`src/rtl/i2c_cond_pkg.sv`:
```
package i2c_cond_pkg;
  localparam int LINE_SCL = 0;
  localparam int LINE_SDA = 1;
  localparam int N_LINES  = 2;

  typedef struct packed {
    logic start;
    logic stop;
    logic scl_rise;
  } cond_evt_t;
endpackage

```
`src/rtl/i2c_pin_sync.sv`:
```
module i2c_pin_sync #(
  parameter int WIDTH = 2,
  parameter int STAGES = 2,
  parameter logic [WIDTH-1:0] RST_VAL = '1
) (
  input  logic             clk,
  input  logic             rst,
  input  logic [WIDTH-1:0] d_i,
  output logic [WIDTH-1:0] q_o
);
  logic [WIDTH-1:0] chain [STAGES];

  for (genvar g = 0; g < STAGES; g++) begin : g_stage
    if (g == 0) begin : g_first
      always_ff @(posedge clk) begin
        if (rst) chain[g] <= RST_VAL;
        else     chain[g] <= d_i;
      end
    end else begin : g_next
      always_ff @(posedge clk) begin
        if (rst) chain[g] <= RST_VAL;
        else     chain[g] <= chain[g-1];
      end
    end
  end

  assign q_o = chain[STAGES-1];
endmodule

```
`src/rtl/i2c_cond_detect.sv`:
```
module i2c_cond_detect
  import i2c_cond_pkg::*;
(
  input  logic      clk,
  input  logic      rst,
  input  logic      scl_i,
  input  logic      sda_i,
  output cond_evt_t evt_o
);
  logic scl_q, sda_q;

  always_ff @(posedge clk) begin
    if (rst) begin
      scl_q <= 1'b1;
      sda_q <= 1'b1;
    end else begin
      scl_q <= scl_i;
      sda_q <= sda_i;
    end
  end

  // Conditions need SCL high across both samples of the SDA edge.
  always_comb begin
    evt_o.start    = scl_q & scl_i & sda_q & ~sda_i;
    evt_o.stop     = scl_q & scl_i & ~sda_q & sda_i;
    evt_o.scl_rise = ~scl_q & scl_i;
  end
endmodule

```
`src/rtl/i2c_hold_status.sv`:
```
module i2c_hold_status
  import i2c_cond_pkg::*;
#(
  parameter int CNT_W = 5
) (
  input  logic             clk,
  input  logic             rst,
  input  logic             en_i,
  input  logic             swrst_i,
  input  cond_evt_t        evt_i,
  input  logic             sda_now_i,
  input  logic             sda_drive_lo_i,
  input  logic             done_i,
  input  logic             cnt_load_i,
  input  logic [CNT_W-1:0] cnt_val_i,
  input  logic             auto_clr_dis_i,
  input  logic             rel_wr_i,
  input  logic             rel_wr_val_i,
  input  logic             start_clr_i,
  input  logic             start_ie_i,
  output logic             pull_lo_o,
  output logic             rel_o,
  output logic             start_o,
  output logic             stop_o,
  output logic             arb_o,
  output logic             irq_o
);
  logic act;
  logic start_d, stop_d, arb_d, rel_d, pull_d, irq_d;
  logic start_q, stop_q, arb_q, rel_q, pull_q, irq_q;

  assign act = en_i & ~swrst_i;

  always_comb begin
    start_d = start_q;
    if (swrst_i)                  start_d = 1'b0;
    else if (act && evt_i.start)  start_d = 1'b1;
    else if (start_clr_i)         start_d = 1'b0;

    stop_d = stop_q;
    if (swrst_i)                  stop_d = 1'b0;
    else if (act && evt_i.stop)   stop_d = 1'b1;
    else if (cnt_load_i && (cnt_val_i != '0) && !auto_clr_dis_i) stop_d = 1'b0;

    arb_d = arb_q;
    if (swrst_i) arb_d = 1'b0;
    else if (act && evt_i.scl_rise && !sda_now_i && !sda_drive_lo_i) arb_d = 1'b1;

    rel_d = rel_q;
    if (swrst_i)                  rel_d = 1'b0;
    else if (act && evt_i.start)  rel_d = 1'b0;
    else if (rel_wr_i)            rel_d = rel_wr_val_i;

    pull_d = act & done_i & ~rel_d;
    irq_d  = start_d & start_ie_i;
  end

  always_ff @(posedge clk) begin
    if (rst) begin
      start_q <= 1'b0;
      stop_q  <= 1'b0;
      arb_q   <= 1'b0;
      rel_q   <= 1'b0;
      pull_q  <= 1'b0;
      irq_q   <= 1'b0;
    end else begin
      start_q <= start_d;
      stop_q  <= stop_d;
      arb_q   <= arb_d;
      rel_q   <= rel_d;
      pull_q  <= pull_d;
      irq_q   <= irq_d;
    end
  end

  assign pull_lo_o = pull_q;
  assign rel_o     = rel_q;
  assign start_o   = start_q;
  assign stop_o    = stop_q;
  assign arb_o     = arb_q;
  assign irq_o     = irq_q;
endmodule

```
`src/rtl/i2c_cond_hold.sv`:
```
module i2c_cond_hold
  import i2c_cond_pkg::*;
#(
  parameter int CNT_W = 5,
  parameter int SYNC_STAGES = 2
) (
  input  logic             clk,
  input  logic             rst,
  input  logic             scl_pin_i,
  input  logic             sda_pin_i,
  input  logic             i2c_en_i,
  input  logic             sw_reset_i,
  input  logic             done_flag_i,
  input  logic             cnt_load_i,
  input  logic [CNT_W-1:0] cnt_load_val_i,
  input  logic             auto_clr_dis_i,
  input  logic             rel_wr_i,
  input  logic             rel_wr_val_i,
  input  logic             start_clr_i,
  input  logic             start_ie_i,
  input  logic             sda_drive_lo_i,
  output logic             scl_pull_lo_o,
  output logic             scl_rel_o,
  output logic             start_flag_o,
  output logic             stop_flag_o,
  output logic             arb_lost_o,
  output logic             start_irq_o
);
  logic [N_LINES-1:0] pins_raw, pins_sync;
  cond_evt_t evt;

  assign pins_raw[LINE_SCL] = scl_pin_i;
  assign pins_raw[LINE_SDA] = sda_pin_i;

  i2c_pin_sync #(.WIDTH(N_LINES), .STAGES(SYNC_STAGES), .RST_VAL('1)) u_sync (
    .clk (clk), .rst (rst), .d_i (pins_raw), .q_o (pins_sync)
  );

  i2c_cond_detect u_det (
    .clk   (clk),
    .rst   (rst),
    .scl_i (pins_sync[LINE_SCL]),
    .sda_i (pins_sync[LINE_SDA]),
    .evt_o (evt)
  );

  i2c_hold_status #(.CNT_W(CNT_W)) u_stat (
    .clk            (clk),
    .rst            (rst),
    .en_i           (i2c_en_i),
    .swrst_i        (sw_reset_i),
    .evt_i          (evt),
    .sda_now_i      (pins_sync[LINE_SDA]),
    .sda_drive_lo_i (sda_drive_lo_i),
    .done_i         (done_flag_i),
    .cnt_load_i     (cnt_load_i),
    .cnt_val_i      (cnt_load_val_i),
    .auto_clr_dis_i (auto_clr_dis_i),
    .rel_wr_i       (rel_wr_i),
    .rel_wr_val_i   (rel_wr_val_i),
    .start_clr_i    (start_clr_i),
    .start_ie_i     (start_ie_i),
    .pull_lo_o      (scl_pull_lo_o),
    .rel_o          (scl_rel_o),
    .start_o        (start_flag_o),
    .stop_o         (stop_flag_o),
    .arb_o          (arb_lost_o),
    .irq_o          (start_irq_o)
  );
endmodule

```
`config.mk`:
```
export PLATFORM = sky130hd
export DESIGN_NAME = i2c_cond_hold
export DESIGN_NICKNAME = d
export VERILOG_FILES = /design/src/rtl/i2c_cond_pkg.sv /design/src/rtl/i2c_pin_sync.sv /design/src/rtl/i2c_cond_detect.sv /design/src/rtl/i2c_hold_status.sv /design/src/rtl/i2c_cond_hold.sv
export SDC_FILE = /design/constraint.sdc
export NUM_CORES = 1
export LEC_CHECK = 0
export BUFFER_PORTS_ARGS = -buffer_cell sky130_fd_sc_hd__buf_2
export CORE_AREA = 3 3 40 42
export CTS_CLUSTER_DIAMETER = 60
export CTS_CLUSTER_SIZE = 24
export DETAILED_ROUTE_END_ITERATION = 7
export DIE_AREA = 0 0 43 45
export GPL_ROUTABILITY_DRIVEN = 1
export GPL_TIMING_DRIVEN = 1
export HOLD_SLACK_MARGIN = 0.03
export SETUP_SLACK_MARGIN = 0.02
export SKIP_CTS_REPAIR_TIMING = 1
export SLEW_MARGIN = 20
export SYNTH_ARGS = -nofsm -noshare
export SYNTH_HDL_FRONTEND = slang
export SYNTH_SLANG_ARGS = --single-unit
```
`constraint.sdc`:
```
create_clock -name clk -period 1.4 [get_ports clk]
set_input_delay 0.21 -clock clk [delete_from_list [all_inputs] [get_ports clk]]
set_output_delay 0.21 -clock clk [all_outputs]
set_load 0.01 [all_outputs]
```
After elaboration in Yosys (flattened, before gate mapping)
Memories as Yosys holds them, arrays and structs flattened.
Index checks and enable logic that the tools add are counted.
{"block": "totals", "ff_bits": 8, "latch_bits": 0, "ram_bits": 4, "rom_bits": 0, "memories": 1}
{"block": "classes", "n_addsub": 0, "multipliers": 0, "div_mod_pow": 0, "n_lt_le_gt_ge": 0, "n_eq_ne": 0, "shift": 0, "n_mux": 13, "n_bitwise": 17, "reduce_logical": 13}
{"name": "u_sync.chain", "words": 2, "width": 2, "rd": 2, "rd_ports_with_merged_regs": 0, "write_ports": 2, "line_no": "i2c_pin_sync.sv:11", "text": "logic [WIDTH-1:0] chain [STAGES];"}
{"cell": "1-bit two-way mux", "n": 11}
{"cell": "1-bit bitwise AND", "n": 10}
{"cell": "1-bit logical AND", "n": 7}
{"cell": "1-bit NOT", "n": 5}
{"cell": "5-bit nonzero test", "n": 1}
{"cell": "2-bit two-way mux", "n": 2}
{"cell": "1-bit logical NOT", "n": 3}
{"cell": "1-bit bitwise OR", "n": 2}
{"cell": "2-bit nonzero test", "n": 1}
{"cell": "2-bit OR reduction", "n": 1}

Longest topological paths before layout
{"block": "logic_depth", "word_depth": 8, "ltp_mapped": 4, "mapped_depth_nobuf": 4}

Cells and area by module
A second synthesis with hierarchy kept.
{"block": "hier_totals", "hier_cells": 39, "area_unflattened_um2": 415.4}
{"mod": "i2c_hold_status", "n_inst": 1, "cells_each": 24, "area_each_um2": 231.5, "seq_area_each_um2": 120.1}
{"mod": "i2c_pin_sync", "n_inst": 1, "cells_each": 8, "area_each_um2": 105.1, "seq_area_each_um2": 80.1}
{"mod": "i2c_cond_detect", "n_inst": 1, "cells_each": 7, "area_each_um2": 78.8, "seq_area_each_um2": 40.0}

Least setup slack after synthesis
OpenSTA, ideal clock, no wires.
{"block": "synth_path", "path_kind": "register -> register", "start": "memory u_sync.chain[1][1]", "end": "register u_stat.pull_q, in the netlist u_stat.pull_lo_o", "setup_time_ps": 61, "arrival_ps": 1011, "slack_ps": 328, "path_stages_with_launch": 5, "synth_period_minus_slack_ps": 1072, "cell_sequence": "dfxtp_1 nor4bb_4 nand3_2 o211ai_2 and4_1"}
{"element": "start, declared", "line_no": "i2c_pin_sync.sv:11"}
{"element": "end signal, assigned", "line_no": "i2c_hold_status.sv:71", "text": "pull_q <= pull_d;"}
{"element": "end, declared", "line_no": "i2c_hold_status.sv:30", "text": "logic start_q, stop_q, arb_q, rel_q, pull_q, irq_q;"}

==> results_tabular.tex <==
\begin{tabular}{lr}
\hline
Metric & Value \\
\hline
\multicolumn{2}{l}{\textbf{Worst hold path}} \\
\quad Worst Hold Path EP & u\_sync.chain[0][0] \\
\quad Worst Hold Launch & scl\_pin\_i \\
\quad Classification of the worst-slack hold path & in2reg \\
\quad Hold depth & 2 \\
\multicolumn{2}{l}{\textbf{Logic synthesis}} \\
\quad Yosys synthesis warning count & 0 \\
\quad Cell types with the largest area share after synthesis & sky130\_fd\_sc\_hd\_\_dfxtp\_1, sky130\_fd\_sc\_hd\_\_or2\_2, sky130\_fd\_sc\_hd\_\_nor4bb\_4 \\
\quad Share of synthesized flip-flops with an asynchronous set or reset & 0\% \\
\quad Total of flip-flops plus latches after synthesis & 12 \\
\quad Fraction of the yosys area taken by sequential cells & 56.0\% \\
\quad Cell with the most instances after synthesis & sky130\_fd\_sc\_hd\_\_dfxtp\_1 \\
\quad Number of standard cells after synthesis & 40 \\
\quad Distinct cell type count of the synthesized netlist & 17 \\
\quad Fraction of synthesized cell area taken by the top area cell type & 56.0\% \\
\quad Top flip-flop cell by instance count after synthesis & sky130\_fd\_sc\_hd\_\_dfxtp\_1 \\
\quad Synthesized cell area & 429 um\^{}2 \\
\quad EDFF count, synth & 0 \\
\quad Leading cell types by count after synthesis & sky130\_fd\_sc\_hd\_\_dfxtp\_1, sky130\_fd\_sc\_hd\_\_or2\_2, sky130\_fd\_sc\_hd\_\_nor2\_1, sky130\_fd\_sc\_hd\_\_nor3\_1 \\
\quad Synth Area per Inst & 10.7 um\^{}2 \\
\quad Synthesized netlist net count & 59 \\
\quad Library cell occupying the most area in the post-synthesis netlist & sky130\_fd\_sc\_hd\_\_dfxtp\_1 \\
\multicolumn{2}{l}{\textbf{Floorplanning}} \\
\quad Site Rows & 13 \\
\quad Number of top-level pins & 25 \\
\quad Effective utilization at floorplan & 33.4\% \\
\quad Die span in x & 43 um \\
\quad Die Ht & 45 um \\
\quad Die Footprint & 1940 um\^{}2 \\
\quad Core region area & 1280 um\^{}2 \\
\multicolumn{2}{l}{\textbf{Place}} \\
\quad Cell count after placement & 79 \\
\quad Count of input and output buffers & 24 \\
\quad Last weighted congestion value of the routability-driven placer & 0.697 \\
\multicolumn{2}{l}{\textbf{Final layout}} \\
\quad Net count of the finished layout & 88 \\
\quad Post-Route Utilization & 47.0\% \\
\quad Signed area change from the synthesized netlist to the final layout & 40.8\% \\
\quad Number of antenna repair diodes & 0 \\
\quad Non-Filler Instances & 83 \\
\quad Fraction of final layout cells sized beyond drive strength 1 & 55.9\% \\
\multicolumn{2}{l}{\textbf{Drt}} \\
\quad Routed vias & 367 \\
\quad Routed len/inst & 9.58 um \\
\quad Met3 layer wire length in the routed design & 83 um \\
\quad Number of violations reported at the end of detailed-routing iteration 0 & 2 \\
\quad Detailed Routing Iterations Pass 1 & 2 \\
\quad Post-detailed-route via-to-cell ratio & 4.42 \\
\quad Total wirelength of the detailed-routed design & 795 um \\
\quad Number of nets with antenna violations after detailed routing & 0 \\
\quad Detail Route met2 WL & 397 um \\
\quad Post-route DRC violation count & 0 \\
\quad Max Used Layer & met4 \\
\quad Met1 Routed Length & 304 um \\
\multicolumn{2}{l}{\textbf{STA}} \\
\quad Min Tclk post-route & 1.16 ns \\
\quad Tightest Pin Transition & 0.351 ns \\
\quad Final Cycle Share & 83.1\% \\
\quad Headroom to the max-slew limit & 76.4\% \\
\quad Largest clock skew in the final design & 0.00291 ns \\
\quad Endpoints failing hold & 0 \\
\quad Setup repair after global routing missed its margin & no \\
\quad Post-Route Setup TNS & 0 ns \\
\quad Highest achievable clock rate & 0.860 GHz \\
\quad Number of endpoints failing setup at the final stage & 0 \\
\quad Max-slew violations & 0 \\
\multicolumn{2}{l}{\textbf{Global routing}} \\
\quad Pin count of the biggest net entering global routing & 10 \\
\quad Wire length of the first global-routing pass & 1370 um \\
\quad Final global-route overflow total & 0 \\
\quad Initial antenna violation count & 0 \\
\quad Overall track demand over capacity in global routing & 9.80\% \\
\quad Vias in the first global route & 374 \\
\multicolumn{2}{l}{\textbf{Worst setup path}} \\
\quad Critical path startpoint category & flop \\
\quad Slowest stage cell, crit path & sky130\_fd\_sc\_hd\_\_dfxtp\_1 \\
\quad Crit Path Max Fanout & 3 \\
\quad Register-to-register setup slack & 0.24 ns \\
\quad Endpoint arrival time on the critical path & 1.38 ns \\
\quad Worst path cell trace & nor4bb\_4 > nand3\_2 > o211ai\_2 > and4\_1 \\
\quad Reg2reg start & u\_sync.chain[1][0] \\
\quad Critical Path End Type & flop \\
\quad Reg-to-reg critical path endpoint & u\_stat.pull\_lo\_o \\
\quad Required time at the worst-slack endpoint & 1.62 ns \\
\quad Number of cells on the worst reg-to-reg path & 4 \\
\quad Maximum single-stage delay on the critical path & 0.36 ns \\
\quad Type of the setup path with the least slack & reg2reg \\
\multicolumn{2}{l}{\textbf{Clock tree}} \\
\quad Count of clock tree sinks & 12 \\
\quad Maximum clock path buffer count & 2 \\
\quad TritonCTS clock tree & done \\
\quad Clock Root Buffer & sky130\_fd\_sc\_hd\_\_clkbuf\_4 \\
\quad Clock-pin slew reported for the worst setup and hold paths after clock tree synthesis & 0.08 ns \\
\quad Htree depth & 1 \\
\quad Number of buffers added by the clock tree synthesis step & 3 \\
\quad Clock latency reported for the late side of the worst-skew pair & 0.27 ns \\
\multicolumn{2}{l}{\textbf{Power and ir drop}} \\
\quad IR Drop Worst-Case VDD & 0.671 mV \\
\quad Leakage & 0.301 nW \\
\quad Pwr per Cell Area & 1130 nW/um\^{}2 \\
\quad Psw & 0.000139 W \\
\quad Cell-internal power & 0.000541 W \\
\quad Portion of total power attributed to combinational logic & 8.0\% \\
\quad Fraction of power consumed by the clock network & 39.9\% \\
\quad Sequential share of power & 52.2\% \\
\quad Switching part of the total power & 20.5\% \\
\multicolumn{2}{l}{\textbf{Job}} \\
\quad Maximum capacitance violations & 0 \\
\multicolumn{2}{l}{\textbf{Outcome}} \\
\quad Status & complete, no violations \\
\hline
\end{tabular}
-- per-stage QoR --
step | instance area [um^2] | hold slack (ns) | worst slack (ns) | power (W)
finish | 604 | 0.116 | 0.237 | 0.000681
global route | 604 | 0.106 | 0.110 | 0.000717
CTS | 604 | 0.110 | 0.228 | 0.000691
detailed placement | 568 | 0.397 | 0.252 | 0.000418
global placement | 568 | 0.393 | 0.278 | 0.000417
floorplan | 429 | 0.287 | 0.328 | 0.000384
-- routing by layer --
| metal | track usage (%) | vias to the layer above |
|---|---|---|
| li1 | - | 193 |
| met1 | 10.3 | 157 |
| met2 | 15.6 | 15 |
| met3 | 5.58 | 2 |
| met4 | 5.42 | 0 |
| met5 | 0 | - |
-- cells in the final DEF, fill, tap and decap left out, drive strengths merged --
cell,instances
nand2b,2
nor4,1
or2,6
and2,1
dfxtp,12
nor2,3
nand3,1
inv,1
nor3,3
and4,1
a21boi,1
o21ai,1
clkbuf,4
o211ai,1
a21oi,2
buf,24
a31oi,1
nor4bb,1
nand2,2
-- sequential cells by signal (all words and copies together), names as in the netlist --
name / flops
u_stat.start_o: 1
u_det.scl_q: 1
u_stat.arb_o: 1
u_sync.chain: 4
u_det.sda_q: 1
u_stat.rel_o: 1
u_stat.pull_lo_o: 1
u_stat.irq_o: 1
u_stat.stop_o: 1
-- area by class of cell --
cell class	count	area (um^2)
clock buffer	4	36.3
fill	130	681
inverter	1	3.75
multi-input combinational	27	185
sequential	12	240
tap	15	18.8
timing repair buffer	24	120
-- cells by family after synthesis --
logic type | count (synthesis) | synth area share, %
AO/OA/AOI/OAI | 6 | 10.5
buffers and inverters | 1 | 0.874
flip-flops | 12 | 56.0
AND/OR/NAND/NOR | 21 | 32.7
-- critical path: cells and delay by family (launching register included) --
kind	cells	cell delay [ns]
compound gates	1	0.09
flops	1	0.36
simple gates	3	0.66
-- worst max-delay path by stage --
stage / startpoint / cells after the start / slack, ns / to
after floorplan: u_sync.chain[1][1] / 4 / 0.33 / u_stat.pull_lo_o
after global placement: u_sync.chain[1][0] / 4 / 0.28 / u_stat.pull_lo_o
after detailed placement: u_sync.chain[1][0] / 4 / 0.25 / u_stat.pull_lo_o
after CTS: u_sync.chain[1][0] / 4 / 0.23 / u_stat.pull_lo_o
after global routing: u_sync.chain[1][0] / 4 / 0.11 / u_stat.irq_o
final: u_sync.chain[1][0] / 4 / 0.24 / u_stat.pull_lo_o
-- power groups by stage --
stage          Sequential (W)  Combinational, W  Clock [W]
2_1_floorplan        0.000363         0.0000202          0
3_3_place_gp         0.000363         0.0000541          0
3_5_place_dp         0.000363         0.0000548          0
4_1_cts              0.000355         0.0000552   0.000281
5_1_grt              0.000356         0.0000613   0.000299
6_report             0.000355         0.0000542   0.000271
(Power assumes the default switching activity.)
